===== src/rtl/cxp_pkg.sv =====
package cxp_pkg;

    localparam int BYTE_W    = 8;
    localparam int ST_LINE   = 0;
    localparam int ST_SYNC   = 1;
    localparam int ST_VIOL   = 2;

    // Decoded pin activity, one system clock wide per event
    typedef struct packed {
        logic sel;       // chip select asserted (synchronized level)
        logic sel_fall;
        logic sel_rise;
        logic clk_rise;
        logic clk_fall;
        logic din;
    } pin_ev_t;

    function automatic logic [BYTE_W-1:0] pack_status(input logic ld,
                                                      input logic sy,
                                                      input logic vi);
        logic [BYTE_W-1:0] s;
        s          = '0;
        s[ST_LINE] = ld;
        s[ST_SYNC] = sy;
        s[ST_VIOL] = vi;
        return s;
    endfunction

endpackage


===== src/rtl/cxp_sync.sv =====
module cxp_sync
    import cxp_pkg::*;
#(
    parameter int STAGES = 2
) (
    input  logic    clk,
    input  logic    rst,
    input  logic    cs_n,
    input  logic    sclk,
    input  logic    sdi,
    output pin_ev_t ev
);
    localparam int PW = 3;
    localparam logic [PW-1:0] IDLE = 3'b100; // {cs_n, sclk, sdi}

    logic [PW-1:0] stage [STAGES];
    logic [PW-1:0] last;
    logic [PW-1:0] cur;

    generate
        for (genvar k = 0; k < STAGES; k++) begin : g_stage
            always_ff @(posedge clk) begin
                if (rst) begin
                    stage[k] <= IDLE;
                end else if (k == 0) begin
                    stage[k] <= {cs_n, sclk, sdi};
                end else begin
                    stage[k] <= stage[(k == 0) ? 0 : k-1];
                end
            end
        end
    endgenerate

    assign cur = stage[STAGES-1];

    always_ff @(posedge clk) begin
        if (rst) last <= IDLE;
        else     last <= cur;
    end

    always_comb begin
        ev.sel      = !cur[2];
        ev.sel_fall = last[2] && !cur[2];
        ev.sel_rise = !last[2] && cur[2];
        ev.clk_rise = !last[1] && cur[1];
        ev.clk_fall = last[1] && !cur[1];
        ev.din      = cur[0];
    end

endmodule


===== src/rtl/cxp_shifter.sv =====
module cxp_shifter
    import cxp_pkg::*;
#(
    parameter int W = BYTE_W
) (
    input  logic         clk,
    input  logic         rst,
    input  pin_ev_t      ev,
    input  logic [W-1:0] snap_in,
    output logic [W-1:0] ctrl,
    output logic         sdo,
    output logic         sdo_en,
    output logic         first_clk
);
    localparam int CW = $clog2(W + 2);
    localparam logic [CW-1:0] FULL = CW'(W);
    localparam logic [CW-1:0] SAT  = {CW{1'b1}};

    logic          active;
    logic [CW-1:0] cnt;
    logic [W-1:0]  rx;
    logic [W-1:0]  tx;

    always_ff @(posedge clk) begin
        if (rst) begin
            active <= 1'b0;
            cnt    <= '0;
            rx     <= '0;
            tx     <= '0;
            ctrl   <= '0;
        end else if (ev.sel_fall) begin
            active <= 1'b1;
            cnt    <= '0;
            tx     <= snap_in;
        end else if (active) begin
            if (ev.sel_rise) begin
                active <= 1'b0;
                if (cnt == FULL) ctrl <= rx;
            end else begin
                if (ev.clk_rise) begin
                    rx <= {rx[W-2:0], ev.din};
                    if (cnt != SAT) cnt <= cnt + 1'b1;
                end
                if (ev.clk_fall) tx <= {tx[W-2:0], 1'b0};
            end
        end
    end

    assign sdo       = tx[W-1];
    assign sdo_en    = active;
    assign first_clk = active && !ev.sel_rise && ev.clk_rise && (cnt == '0);

    p_load_r2: assert property (@(posedge clk) disable iff (rst)
        (active && ev.sel_rise && cnt == FULL) |=> (ctrl == $past(rx)));

    p_hold_r3: assert property (@(posedge clk) disable iff (rst)
        (ev.sel_rise && cnt != FULL) |=> $stable(ctrl));

    p_en_on_r6: assert property (@(posedge clk) disable iff (rst)
        ev.sel_fall |=> sdo_en);

    p_en_off_r6: assert property (@(posedge clk) disable iff (rst)
        (ev.sel_rise && !ev.sel_fall) |=> !sdo_en);

    p_idle_r11: assert property (@(posedge clk) disable iff (rst)
        (!active && !ev.sel_fall) |=> ($stable(rx) && $stable(ctrl)));

endmodule


===== src/rtl/cxp_status.sv =====
module cxp_status
    import cxp_pkg::*;
#(
    parameter int W = BYTE_W
) (
    input  logic         clk,
    input  logic         rst,
    input  pin_ev_t      ev,
    input  logic         line_det,
    input  logic         in_sync,
    input  logic         viol_pulse,
    input  logic         first_clk,
    output logic [W-1:0] stat_now,
    output logic         irq
);
    typedef struct packed {
        logic ld;
        logic sy;
    } lvl_t;

    lvl_t seen;
    logic sticky;
    logic chg;

    assign chg = (seen.ld != line_det) || (seen.sy != in_sync);

    always_ff @(posedge clk) begin
        if (rst) begin
            seen   <= '0;
            sticky <= 1'b0;
            irq    <= 1'b0;
        end else begin
            seen.ld <= line_det;
            seen.sy <= in_sync;
            if (ev.sel_fall)     sticky <= 1'b0;
            else if (viol_pulse) sticky <= 1'b1;
            if (chg)             irq <= 1'b1;
            else if (first_clk)  irq <= 1'b0;
        end
    end

    assign stat_now = pack_status(seen.ld, seen.sy, sticky | viol_pulse);

    p_set_r7: assert property (@(posedge clk) disable iff (rst)
        chg |=> irq);

    p_hold_r8: assert property (@(posedge clk) disable iff (rst)
        (irq && !first_clk) |=> irq);

    p_quiet_r9: assert property (@(posedge clk) disable iff (rst)
        (!irq && !chg) |=> !irq);

    p_clear_r10: assert property (@(posedge clk) disable iff (rst)
        ev.sel_fall |=> !sticky);

endmodule


===== src/rtl/serial_ctl_port.sv =====
module serial_ctl_port
    import cxp_pkg::*;
#(
    parameter int SYNC_STAGES = 2
) (
    input  logic              clk,
    input  logic              rst,
    input  logic              cs_n,
    input  logic              sclk,
    input  logic              sdi,
    output logic              sdo,
    output logic              sdo_en,
    output logic              irq_n,
    input  logic              line_det,
    input  logic              in_sync,
    input  logic              viol_pulse,
    output logic [BYTE_W-1:0] ctrl_q
);
    pin_ev_t           ev;
    logic [BYTE_W-1:0] stat_now;
    logic              first_clk;
    logic              irq;

    cxp_sync #(.STAGES(SYNC_STAGES)) u_sync (
        .clk  (clk),
        .rst  (rst),
        .cs_n (cs_n),
        .sclk (sclk),
        .sdi  (sdi),
        .ev   (ev)
    );

    cxp_shifter #(.W(BYTE_W)) u_shift (
        .clk       (clk),
        .rst       (rst),
        .ev        (ev),
        .snap_in   (stat_now),
        .ctrl      (ctrl_q),
        .sdo       (sdo),
        .sdo_en    (sdo_en),
        .first_clk (first_clk)
    );

    cxp_status #(.W(BYTE_W)) u_stat (
        .clk        (clk),
        .rst        (rst),
        .ev         (ev),
        .line_det   (line_det),
        .in_sync    (in_sync),
        .viol_pulse (viol_pulse),
        .first_clk  (first_clk),
        .stat_now   (stat_now),
        .irq        (irq)
    );

    assign irq_n = !irq;

    p_rst_r1: assert property (@(posedge clk)
        $past(rst) |-> (irq_n && !sdo_en && ctrl_q == '0));

endmodule


===== config.mk =====
export PLATFORM = sky130hd
export DESIGN_NAME = serial_ctl_port
export DESIGN_NICKNAME = d
export VERILOG_FILES = /design/src/rtl/cxp_pkg.sv /design/src/rtl/cxp_sync.sv /design/src/rtl/cxp_shifter.sv /design/src/rtl/cxp_status.sv /design/src/rtl/serial_ctl_port.sv
export SDC_FILE = /design/constraint.sdc
export NUM_CORES = 1
export LEC_CHECK = 0
export BUFFER_PORTS_ARGS = -buffer_cell sky130_fd_sc_hd__buf_2
export CORE_MARGIN = 1
export CORE_UTILIZATION = 51
export CTS_CLUSTER_DIAMETER = 100
export DETAILED_ROUTE_END_ITERATION = 8
export GPL_ROUTABILITY_DRIVEN = 0
export PLACE_DENSITY = 0.75
export SLEW_MARGIN = 30
export SYNTH_ARGS = -nofsm -noshare
export SYNTH_HDL_FRONTEND = slang
export SYNTH_HIERARCHICAL = 1
export SYNTH_SLANG_ARGS = --single-unit

===== constraint.sdc =====
create_clock -name clk -period 1.4 [get_ports clk]
set_input_delay 0.14 -clock clk [delete_from_list [all_inputs] [get_ports clk]]
set_output_delay 0.14 -clock clk [all_outputs]
set_load 0.02 [all_outputs]

Yosys cells after proc, flatten, opt, wreduce, memory -nomap -nowiden
Memories as Yosys holds them, arrays and structs flattened.
Cells that the tools add are included.
{ "word_totals": {"out_inout_bits": 11, "regBits": 36, "n_memories": 1, "ramBits": 6, "elab_cells": 61} }
{ "classes": {"n_addsub": 1, "n_mux": 14, "eq_ne": 5, "bitwise_logic": 5, "reduce_logical": 24} }
{ "memory_table": {"columns": ["memory", "words", "width", "read_ports", "rd_clocked_by_memory_dff", "wr", "line", "rtl"], "rows": [
  ["u_sync.stage", 2, 3, 2, 0, 2, "cxp_sync.sv:16", "logic [PW-1:0] stage [STAGES];"]
]} }
{ "ops": {"columns": ["operator", "n"], "rows": [
  ["$mux W3", 6],
  ["$reduce_and A4 Y1", 3],
  ["$mux W1", 8],
  ["$logic_and A1 B1 Y1", 7],
  ["$logic_not A1 Y1", 6],
  ["$reduce_and A3 Y1", 2],
  ["$reduce_bool A2 Y1", 3],
  ["$add A4 B1 Y4 const B", 1],
  ["$eq A4 B4 Y1 const B", 1],
  ["$logic_not A4 Y1", 1],
  ["$ne A4 B4 Y1 const B", 1],
  ["$or A1 B1 Y1", 3],
  ["$ne A1 B1 Y1", 2],
  ["$ne A2 B2 Y1 const B", 1],
  ["$not A1 Y1", 2],
  ["$reduce_or A2 Y1", 1],
  ["$logic_or A1 B1 Y1", 1]
]} }

Logic depth before layout (Yosys ltp)
Gate-level depths: netlist of the first run.
{ "depth": {"depth_word": 8, "depth_mapped": 7} }

By module
The synthesis of the first run kept the hierarchy.
{ "modules_own_cells": {"columns": ["mod", "seq_area_each_um2", "n_inst", "cells_per_inst", "area_each_um2"], "rows": [
  ["cxp_shifter", 580.6, 1, 143, 1392.6],
  ["cxp_sync", 160.2, 1, 22, 246.5],
  ["cxp_status", 80.1, 1, 18, 177.7],
  ["serial_ctl_port", 0.0, 1, 1, 3.8]
]} }

Least setup slack after synthesis of the first run
OpenSTA, ideal clock, no wires.
{ "synth_path": {"path_type": "reg2reg", "startpoint": "memory u_sync.stage[1][2]", "endpoint": "register u_shift.tx[0]", "path_buffers": 1, "period_less_slack_ns": 1.453, "setup_slack_ns": -0.053, "t_required_ns": 1.330, "setup_ns": 0.070, "stages_incl_launch_ff": 6, "arrival_time_ns": 1.383, "path_cell_list": "dfxtp_1 nor2b_1 and3b_1 buf_6 or3b_1 a21oi_1"} }
{ "synth_lines": {"columns": ["element", "line", "rtl"], "rows": [
  ["start, declared", "cxp_sync.sv:16", null],
  ["end signal, assigned", "cxp_shifter.sv:34", "tx <= snap_in;"],
  ["end signal, assigned", "cxp_shifter.sv:44", "if (ev.clk_fall) tx <= {tx[W-2:0], 1'b0};"],
  ["end, declared", "cxp_shifter.sv:22", "logic [W-1:0] tx;"]
]} }

==> implementation parameters, run 1 <==
Parameter                              Value

Clock network
  Register clock-pin slew on the reported worst setup and hold paths ... 0.13 ns
  Root cell of the clock tree ... sky130_fd_sc_hd__clkbuf_4
  Clock tree from TritonCTS ... yes
  Source-to-sink clock delay at the later pin of the worst-skew pair ... 0.35 ns
  CTS buffer count ... 5
  Maximum level of the CTS H-tree ... 2
  Num Clock Sinks ... 41
  Max Buffers Root-to-Sink ... 2

GRT
  Vias in the first global route ... 1252
  Maximum number of pins on one net before global-route repair ... 36
  Initial antenna violation count ... 0
  Residual overflow from global routing ... 0
  All-Layer GR Usage ... 20.0%
  First-pass GRT wire length ... 5.36 mm

Final layout
  Share of layout cells above drive strength 1 ... 31.5%
  Number of fill cells ... about 300
  Combined area of the multi-input logic cells ... 952 um^2
  Leading cell type in the layout, fill and taps excluded ... sky130_fd_sc_hd__dfxtp_1
  Fin cells ... 262
  Number of antenna repair diodes ... 0
  Count of nets after finishing ... 225
  Area Overhead vs Synth ... 21.5%
  Highest-count cells in the layout ignoring fill and taps ... sky130_fd_sc_hd__dfxtp_1, sky130_fd_sc_hd__nor2b_1, sky130_fd_sc_hd__buf_2, sky130_fd_sc_hd__buf_4, sky130_fd_sc_hd__nand2b_1
  Footprint of the flip-flops and latches ... 823 um^2

Logic synthesis
  Warnings, synthesis ... 6
  Per-instance average area after synthesis ... 9.93 um^2
  Post-synth design cell area ... 0.00182 mm^2
  Synth Instances ... 183

Route
  Post-DRT Antenna Nets ... 0
  Total Wirelength ... 3.52 mm
  Number of detailed-route iterations in the first pass ... 4
  DR WL/cell ... 13.4 um
  Detailed-route via count ... 1349
  Via density ... 5.15
  Initial DRC Count ... 46
  DR DRC count ... 0

STA
  Peak Freq ... 735 MHz
  Hold_ws ... 0.0134 ns
  Skew final ... around 0.016 ns
  Worst path setup slack after routing ... 0.0391 ns
  Transition at the pin with the smallest max-transition slack ... roughly 0.58 ns
  Final setup TNS ... 0 ns
  Post-layout minimum cycle time ... 1.36 ns
  Final Cycle Share ... 97.2%
  Final number of setup-violating endpoints ... 0
  Worst max-slew margin expressed relative to the limit ... 61.1%
  Final Hold Violating Endpoints ... 0
  Slew Limit Fails ... 0

Placed design
  Number of cells after detailed placement ... 246
  I/O Buffers ... 18
  Hpwl dp ... around 2.3 mm
  DP Worst Slack ... -0.106 ns

Die
  Die width ... 61.7 um
  Core Rows ... 21
  Initial cell density of the core ... 54.0%
  Die area ... 0.00381 mm^2
  Die Ht ... around 62 um
  Core region area ... about 0.0034 mm^2
  Ports placed on the boundary ... 19

Pwr
  Areal power density over the cells ... roughly 1100 mW/mm^2
  Leakage power ... 0.871 nW
  Total Power ... approximately 2.3 mW
  Worst VDD drop ... 0.834 mV

Setup path
  Kind of end point of the critical path ... flop
  Class of the most critical setup path ... flop to flop
  CP Max Fanout ... 7
  CP Data Required Time ... 1.69 ns
  Worst Path Arrival ... 1.65 ns
  Type of origin of the critical path ... flop

Job
  Number of maximum-capacitance constraint violations ... 0

Outcome
  Status ... complete, no violations

Hold path
  Hold WC Path Type ... input port to flop
## path summary, 6_finish.rpt
kind                                         start  cells past startpoint  slack [ns]            endpoint
worst max-delay path            u_sync/stage[1][2]                      4        0.04       u_shift/tx[0]
worst min-delay path                          sclk                      2        0.01  u_sync/stage[0][1]
worst max register to register  u_sync/stage[1][2]                      4        0.04       u_shift/tx[0]
worst min register to register  u_sync/stage[0][2]                      1        0.41  u_sync/stage[1][2]
## sequential cells by signal, indices dropped and copies added (netlist names)
name and flops:
u_shift/ctrl 8, u_shift/rx 8, u_shift/tx 8, u_sync/stage 6
u_shift/cnt 4, u_stat/stat_now 2, u_sync/last 2, u_shift/sdo_en 1
u_stat/irq 1, u_stat/sticky 1
## metal layers
metal  global-route usage (%)  vias to the layer above  share of wire [%]
li1                         -                      681                  -
met3                     6.30                       10                3.4
met1                     21.2                      633                 42
met4                     7.94                        0                2.3
met5                        0                        -                  0
met2                     36.4                       25                 52
## timing repair
action / CTS / global route
cloned: 2 / 0
endpoints found under the setup margin: 18 / 12
gates resized for setup: 7 / 12
setup buffers: 2 / 1
endpoints found under the hold margin: 2 / 1
hold buffers: 2 / 1
pin swaps: 1 / 4
## power by group
part,total (mW),internal (mW),switching (mW)
clock network,0.945,0.553,0.392
registers,1.21,1.20,0.0154
logic,0.175,0.0819,0.0936
## metrics by stage
stage / utilization, % / instance area [um^2]
2_1_floorplan: - / 1830
3_3_place_gp: 58.3 / 1960
3_5_place_dp: 58.3 / 1960
4_1_cts: 63.5 / 2130
5_1_grt: 65.6 / 2210
6_report: 65.6 / 2210
## layout make-up
| type | instances | share of cell area (%) |
|---|---|---|
| well taps | 46 | 2.61 |
| inverters | 5 | 0.850 |
| repair buffers | 36 | 11.5 |
| clock buffers | 5 | 1.70 |
| flip-flops and latches | 41 | 37.3 |
| clock inverters | 3 | 2.95 |
| multi-input cells | 126 | 43.1 |
## critical path, cell delays in order (launching register included)
cell                      delay (ns)
sky130_fd_sc_hd__dfxtp_2        0.36
sky130_fd_sc_hd__nor2b_4        0.17
sky130_fd_sc_hd__and3b_2        0.27
sky130_fd_sc_hd__or3b_1         0.38
sky130_fd_sc_hd__a21oi_2        0.12
Note: power is estimated with default switching activity, not from simulation.
==> inputs of run 2 (changes only) <==
PLACE_DENSITY = 0.76   (was 0.75)
SYNTH_HIERARCHICAL = default   (was 1)
==> implementation parameters, run 2 <==
Parameter                              Value

Outcome
  Status ... complete, but fails checks (was complete, no violations)
  Failing checks ... negative setup slack

GRT
  All-Layer GR Usage ... 19.0% (was 20.0%)
  Maximum number of pins on one net before global-route repair ... 41 (was 36)
  Residual overflow from global routing ... 0 (unchanged)
  Initial antenna violation count ... 0 (unchanged)
  First-pass GRT wire length ... 4.80 mm (was 5.36 mm)
  Vias in the first global route ... 1139 (was 1252)

Route
  Total Wirelength ... 3.15 mm (was 3.52 mm)
  DR DRC count ... 0 (unchanged)
  DR WL/cell ... 12.5 um (was 13.4 um)
  Number of detailed-route iterations in the first pass ... 4 (unchanged)
  Initial DRC Count ... 59 (was 46)
  Via density ... 5.18 (was 5.15)
  Post-DRT Antenna Nets ... 0 (unchanged)
  Detailed-route via count ... 1310 (was 1349)

Clock network
  Root cell of the clock tree ... sky130_fd_sc_hd__clkbuf_4 (unchanged)
  Num Clock Sinks ... 41 (unchanged)
  Max Buffers Root-to-Sink ... 2 (unchanged)
  Register clock-pin slew on the reported worst setup and hold paths ... 0.10 ns (was 0.13 ns)
  Source-to-sink clock delay at the later pin of the worst-skew pair ... 0.35 ns (about the same)
  Maximum level of the CTS H-tree ... 2 (unchanged)
  Clock tree from TritonCTS ... yes (unchanged)
  CTS buffer count ... 5 (unchanged)

Hold path
  Worst Hold Endpoint ... u_stat.stat_now[0] (was u_sync/stage[0][1])
  Hold Path Depth ... 2 (unchanged)
  Worst hold start ... line_det (was sclk)
  Hold WC Path Type ... input port to flop (unchanged)

Placed design
  DP Area ... 0.00190 mm^2 (was 0.00196 mm^2)
  DP Worst Slack ... -0.121 ns (was -0.106 ns)
  Number of cells after detailed placement ... 239 (was 246)
  I/O Buffers ... 18 (unchanged)
  Hpwl dp ... 2.09 mm (was 2.27 mm)

Final layout
  Combined area of the multi-input logic cells ... 897 um^2 (was 952 um^2)
  Fin cells ... 253 (was 262)
  Regs by FF count ... u_shift.ctrl (8), u_shift.rx (8), u_shift.tx (8) (was u_shift/ctrl (8), u_shift/rx (8), u_shift/tx (8))
  Number of antenna repair diodes ... 0 (unchanged)
  Post-route standard cell area excluding fillers ... 0.00214 mm^2 (was 0.00221 mm^2)
  Share of layout cells above drive strength 1 ... 30.1% (was 31.5%)
  Leading cell type in the layout, fill and taps excluded ... sky130_fd_sc_hd__dfxtp_1 (unchanged)
  Area Overhead vs Synth ... 27.7% (was 21.5%)
  Core utilization of the finished layout ... 69.4% (was 65.6%)
  Highest-count cells in the layout ignoring fill and taps ... sky130_fd_sc_hd__dfxtp_1, sky130_fd_sc_hd__buf_2, sky130_fd_sc_hd__nand2b_1, sky130_fd_sc_hd__nand2_1, sky130_fd_sc_hd__mux2i_1 (was sky130_fd_sc_hd__dfxtp_1, sky130_fd_sc_hd__nor2b_1, sky130_fd_sc_hd__buf_2, sky130_fd_sc_hd__buf_4, sky130_fd_sc_hd__nand2b_1)
  Count of nets after finishing ... 221 (was 225)
  Footprint of the flip-flops and latches ... 827 um^2 (was 823 um^2)
  Number of fill cells ... 236 (was 301)

Job
  Number of maximum-capacitance constraint violations ... 0 (unchanged)

Pwr
  Switching part of the total power ... 20.9% (was 21.5%)
  Cell internal pwr ... 1.68 mW (was 1.83 mW)
  Switch Pwr ... 0.445 mW (was 0.501 mW)
  Leakage power ... 0.776 nW (was 0.871 nW)
  Worst VDD drop ... 0.727 mV (was 0.834 mV)
  Relative contribution of the clock network to total power ... 37.2% (was 40.5%)
  Comb pwr share ... 6.1% (was 7.5%)
  Total Power ... 2.12 mW (was 2.33 mW)
  Sequential share of power ... 56.7% (was 52.0%)
  Areal power density over the cells ... 995 mW/mm^2 (was 1060 mW/mm^2)

STA
  Post-layout minimum cycle time ... 1.42 ns (was 1.36 ns)
  Slew Limit Fails ... 0 (unchanged)
  RSZ-0062 raised after global routing ... true
  Skew final ... 0.0155 ns (was 0.0163 ns)
  Hold_ws ... 0.0338 ns (was 0.0134 ns)
  Final Hold Violating Endpoints ... 0 (unchanged)
  Worst path setup slack after routing ... -0.0169 ns (was 0.0391 ns)
  Worst max-slew margin expressed relative to the limit ... 76.7% (was 61.1%)
  Final Cycle Share ... 101% (was 97.2%)
  Final setup TNS ... -0.0169 ns (was 0 ns)
  Transition at the pin with the smallest max-transition slack ... 0.349 ns (was 0.584 ns)
  Peak Freq ... 706 MHz (was 735 MHz)
  Final number of setup-violating endpoints ... 1 (was 0)

Logic synthesis
  Total of flip-flops plus latches after synthesis ... 41
  Asr flop ratio synth ... 0%
  Dominant synthesized flop cell ... sky130_fd_sc_hd__dfxtp_1
  Share of the synthesized area in the top cell type ... 49.1%
  Post-synth design cell area ... 0.00167 mm^2 (was 0.00182 mm^2)
  Register area share after synthesis ... just under 50%
  Synth area leader ... sky130_fd_sc_hd__dfxtp_1
  Warnings, synthesis ... 0 (was 6)
  Count leader, synth ... sky130_fd_sc_hd__dfxtp_1
  Top post-synthesis cells by count ... sky130_fd_sc_hd__dfxtp_1, sky130_fd_sc_hd__nand2_1, sky130_fd_sc_hd__nand2b_1, sky130_fd_sc_hd__a21oi_1, sky130_fd_sc_hd__mux2i_1
  Number of enable-type register cells in the synthesized netlist ... 0
  Synth Instances ... 175 (was 183)
  Per-instance average area after synthesis ... 9.56 um^2 (was 9.93 um^2)
  Most area-consuming cells after synthesis ... sky130_fd_sc_hd__dfxtp_1, sky130_fd_sc_hd__mux2i_1, sky130_fd_sc_hd__nand2b_1
  Synthesized net count ... roughly 190
  Cell variety after synth ... 34

Setup path
  Launching point of the worst reg2reg path ... u_sync.stage[1][2] (was u_sync/stage[1][2])
  Path depth of the worst reg2reg path ... 4 (unchanged)
  CP Data Required Time ... 1.69 ns (about the same)
  Class of the most critical setup path ... flop to flop (unchanged)
  Worst Path Arrival ... 1.70 ns (was 1.65 ns)
  Kind of end point of the critical path ... flop (unchanged)
  Capturing point of the worst reg2reg path ... u_shift.cnt[3] (was u_shift/tx[0])
  Type of origin of the critical path ... flop (unchanged)
  CP Max Fanout ... 6 (was 7)
  Worst setup slack for register-to-register paths ... -0.02 ns (was 0.04 ns)

Die
  Ports placed on the boundary ... 19 (unchanged)
  Die Ht ... 59.3 um (was 61.7 um)
  Die width ... 59.3 um (was 61.7 um)
  Core region area ... 0.00308 mm^2 (was 0.00336 mm^2)
  Initial cell density of the core ... 54.3% (was 54.0%)
  Core Rows ... 20 (was 21)
  Die area ... 0.00351 mm^2 (was 0.00381 mm^2)
## run 2: area by class of cell
class / count / share of cell area (%)
Multi-Input combinational cell: 119 / 42.0
Clock buffer: 6 / 2.40
Tap cell: 44 / 2.58
Inverter: 6 / 1.05
Timing Repair Buffer: 35 / 11.5
Sequential cell: 41 / 38.7
Clock inverter: 2 / 1.76
## run 2: power by group through the flow
stage          combinational (mW)  sequential (mW)  clock [mW]
2_1_floorplan              0.0778             1.22           0
4_1_cts                     0.120             1.20       0.804
3_3_place_gp                0.108             1.23           0
6_report                    0.129             1.20       0.791
5_1_grt                     0.139             1.21       0.868
3_5_place_dp                0.110             1.23           0
## run 2: repair_timing
action                                  in CTS  in global routing
pin swaps                                    6                  3
endpoints found under the setup margin      12                 28
hold endpoints to repair                     3                  0
hold buffers                                 3                  0
buffers inserted                             2                  1
gates resized for setup                      6                 17
## run 2: critical path, cell delays in order (launching register included)
cell,delay (ns)
sky130_fd_sc_hd__dfxtp_4,0.39
sky130_fd_sc_hd__ha_4,0.19
sky130_fd_sc_hd__nand4bb_4,0.22
sky130_fd_sc_hd__or4_4,0.49
sky130_fd_sc_hd__nand2_1,0.07
## run 2: metal layers
metal	part of all wire (%)	up-vias	track usage (%)	wire length [um]
met1	45	621	21.9	1410
met3	3.5	6	6.77	110
li1	-	660	-	-
met2	50	23	31.5	1580
met5	0	-	0	0
met4	1.8	0	8.16	58
## run 2: kinds of logic (layout without fill, tap and decap cells)
group,after synthesis,in the layout,share of synthesized area (%)
flip-flops,41,41,49.1
multiplexers,14,14,8.38
AO/OA/AOI/OAI,23,23,7.93
adder cells (fa/ha/maj),5,5,3.74
AND/OR/NAND/NOR,75,75,25.5
XOR/XNOR,2,2,1.05
buffers and inverters,15,49,4.34
## run 2: how the worst max path moves through the flow
stage                        from              to  slack (ns)  cells after the start
3_5_place_dp       u_sync.last[2]  u_shift.cnt[2]       -0.12                      6
2_1_floorplan  u_sync.stage[1][2]  u_shift.cnt[3]       -0.08                      7
3_3_place_gp       u_sync.last[2]  u_shift.cnt[2]       -0.07                      6
5_1_grt            u_sync.last[2]  u_shift.cnt[3]       -0.09                      5
6_report       u_sync.stage[1][2]  u_shift.cnt[3]       -0.02                      4
4_1_cts            u_sync.last[2]  u_shift.cnt[3]       -0.02                      5
==> inputs of run 3 (changes only) <==
HOLD_SLACK_MARGIN = 0.02   (was default)
clock period = 1.15 ns   (was 1.4 ns; I/O delays follow)
==> implementation parameters, run 3 (synthesized netlist as in run 2, its figures left out) <==
Parameter                              Value

Outcome
  Status ... complete, but fails checks (unchanged)
  Failing checks ... negative setup slack (unchanged)

STA
  Post-layout minimum cycle time ... 1.46 ns (was 1.42 ns)
  Hold_ws ... 0.163 ns (was 0.0338 ns)
  RSZ-0062 raised after global routing ... true (unchanged)
  Final Hold Violating Endpoints ... 0 (unchanged)
  Worst path setup slack after routing ... -0.313 ns (was -0.0169 ns)
  Final setup TNS ... -6.42 ns (was -0.0169 ns)
  Transition at the pin with the smallest max-transition slack ... 0.320 ns (was 0.349 ns)
  Final number of setup-violating endpoints ... 30 (was 1)
  Skew final ... 0.00503 ns (was 0.0155 ns)
  Final Cycle Share ... 127% (was 101%)
  Peak Freq ... 684 MHz (was 706 MHz)
  Worst max-slew margin expressed relative to the limit ... 78.3% (was 76.7%)
  Slew Limit Fails ... 0 (unchanged)

Setup path
  Longest individual stage delay on the worst path ... 0.48 ns (was 0.49 ns)
  Type of origin of the critical path ... flop (unchanged)
  Worst Path Arrival ... 1.76 ns (was 1.70 ns)
  CP Max Fanout ... 6 (unchanged)
  Worst setup slack for register-to-register paths ... -0.31 ns (was -0.02 ns)
  CP Data Required Time ... 1.45 ns (was 1.69 ns)
  List of cells traversed by the critical path ... buf_6, ha_4, or2_4, or4_4, nand2_2 (was ha_4, nand4bb_4, or4_4, nand2_1)
  Buf/Inv on CP ... 1 (was 0)
  Slowest-stage cell, CP ... sky130_fd_sc_hd__or4_4 (unchanged)
  Class of the most critical setup path ... flop to flop (unchanged)
  CP top delay family ... simple AND/OR/NAND/NOR gates (unchanged)
  Kind of end point of the critical path ... flop (unchanged)

GRT
  All-Layer GR Usage ... 22.2% (was 19.0%)
  Residual overflow from global routing ... 0 (unchanged)
  First-pass GRT wire length ... 5.72 mm (was 4.80 mm)
  Initial antenna violation count ... 0 (unchanged)
  Maximum number of pins on one net before global-route repair ... 41 (unchanged)
  Vias in the first global route ... 1303 (was 1139)

Route
  Post-DRT Antenna Nets ... 0 (unchanged)
  Detailed-route via count ... 1367 (was 1310)
  DR WL/cell ... 13.7 um (was 12.5 um)
  Number of detailed-route iterations in the first pass ... 4 (unchanged)
  Initial DRC Count ... 25 (was 59)
  Via density ... 5.16 (was 5.18)
  Total Wirelength ... 3.63 mm (was 3.15 mm)
  DR DRC count ... 0 (unchanged)

Die
  Core region area ... 0.00308 mm^2 (unchanged)
  Die area ... 0.00351 mm^2 (unchanged)
  Ports placed on the boundary ... 19 (unchanged)
  Die Ht ... 59.3 um (unchanged)
  Initial cell density of the core ... 54.3% (unchanged)
  Core Rows ... 20 (unchanged)
  Die width ... 59.3 um (unchanged)

Placed design
  I/O Buffers ... 18 (unchanged)
  DP Area ... 0.00199 mm^2 (was 0.00190 mm^2)
  Hpwl dp ... 2.20 mm (was 2.09 mm)

Clock network
  Source-to-sink clock delay at the later pin of the worst-skew pair ... 0.35 ns (about the same)
  Root cell of the clock tree ... sky130_fd_sc_hd__clkbuf_4 (unchanged)
  Clock tree from TritonCTS ... yes (unchanged)
  Num Clock Sinks ... 41 (unchanged)
  Register clock-pin slew on the reported worst setup and hold paths ... 0.11 ns (was 0.10 ns)
  CTS buffer count ... 5 (unchanged)
  Max Buffers Root-to-Sink ... 2 (unchanged)
  Maximum level of the CTS H-tree ... 2 (unchanged)

Final layout
  Number of antenna repair diodes ... 0 (unchanged)
  Area Overhead vs Synth ... 37.3% (was 27.7%)
  Footprint of the flip-flops and latches ... 832 um^2 (was 827 um^2)
  Regs by FF count ... u_shift.ctrl (8), u_shift.rx (8), u_shift.tx (8) (unchanged)
  Post-route standard cell area excluding fillers ... 0.00230 mm^2 (was 0.00214 mm^2)
  Leading cell type in the layout, fill and taps excluded ... sky130_fd_sc_hd__dfxtp_1 (unchanged)
  Combined area of the multi-input logic cells ... 958 um^2 (was 897 um^2)
  Highest-count cells in the layout ignoring fill and taps ... sky130_fd_sc_hd__dfxtp_1, sky130_fd_sc_hd__buf_2, sky130_fd_sc_hd__nand2b_1, sky130_fd_sc_hd__mux2i_1, sky130_fd_sc_hd__buf_4 (was sky130_fd_sc_hd__dfxtp_1, sky130_fd_sc_hd__buf_2, sky130_fd_sc_hd__nand2b_1, sky130_fd_sc_hd__nand2_1, sky130_fd_sc_hd__mux2i_1)
  Number of fill cells ... 218 (was 236)
  Share of layout cells above drive strength 1 ... 39.8% (was 30.1%)
  Count of nets after finishing ... 233 (was 221)

Job
  Number of maximum-capacitance constraint violations ... 0 (unchanged)

Pwr
  Worst VDD drop ... 0.725 mV (was 0.727 mV)
  Leakage power ... 0.839 nW (was 0.776 nW)
  Areal power density over the cells ... 1020 mW/mm^2 (was 995 mW/mm^2)
  Total Power ... 2.34 mW (was 2.12 mW)

Hold path
  Hold WC Path Type ... input port to flop (unchanged)
==> run 3: cell count changes in the layout (fill, tap and decap cells not counted), sizes merged <==
cell	change
bufinv	-1
dlygate4sd3	+3
clkinvlp	-1
clkinv	+2
buf	+9
==> run 3: power breakdown <==
group          total [mW]  internal, mW  switching, mW
Clock               0.676         0.233          0.443
Combinational       0.200         0.115         0.0850
Sequential           1.47          1.44         0.0239
==> run 3: final cells by class <==
type / instances / area share, %
Clock inverter: 2 / 0.436
Inverter: 6 / 0.980
Multi-Input combinational cell: 119 / 41.7
Clock buffer: 6 / 1.80
Sequential cell: 41 / 36.2
Tap cell: 44 / 2.40
Timing Repair Buffer: 47 / 16.4
==> run 3: repair_timing <==
item	4_1_cts	5_1_grt
endpoints found under the setup margin	30	31
gates cloned	1	0
pin swaps	14	13
gates resized for setup	24	20
hold endpoints to repair	6	0
hold buffers	6	0
buffers inserted	1	3
==> run 3: worst min-delay path: cells and delay by family <==
kind | cells | cell delay, ns
buffers and inverters | 2 | 0.32
AOI/OAI and AO/OA | 1 | 0.04
==> run 3: worst paths after layout <==
check,startpoint,end,depth (start not counted)
setup reg to reg,u_sync.last[2],u_shift.cnt[3],5
setup / recovery,u_sync.last[2],u_shift.cnt[3],5
hold reg to reg,u_sync.stage[0][2],u_sync.stage[1][2],1
hold / removal,rst,u_shift.rx[1],3
==> run 3: through the flow <==
step                worst slack, ns  util (%)  cells
finish                       -0.313      74.6    265
global route                 -0.338      74.6    265
CTS                          -0.266      71.9    262
detailed placement           -0.364      64.6    246
global placement             -0.302      64.6    246
floorplan                    -0.331         -    175
==> run 3: per-layer routing <==
metal  vias to the layer above  track usage, %  wire (um)
met5                         -               0          0
met4                         0            8.16         37
met3                         4            7.21        112
met2                        24            36.9       1840
met1                       666            26.5       1640
li1                        673               -          -
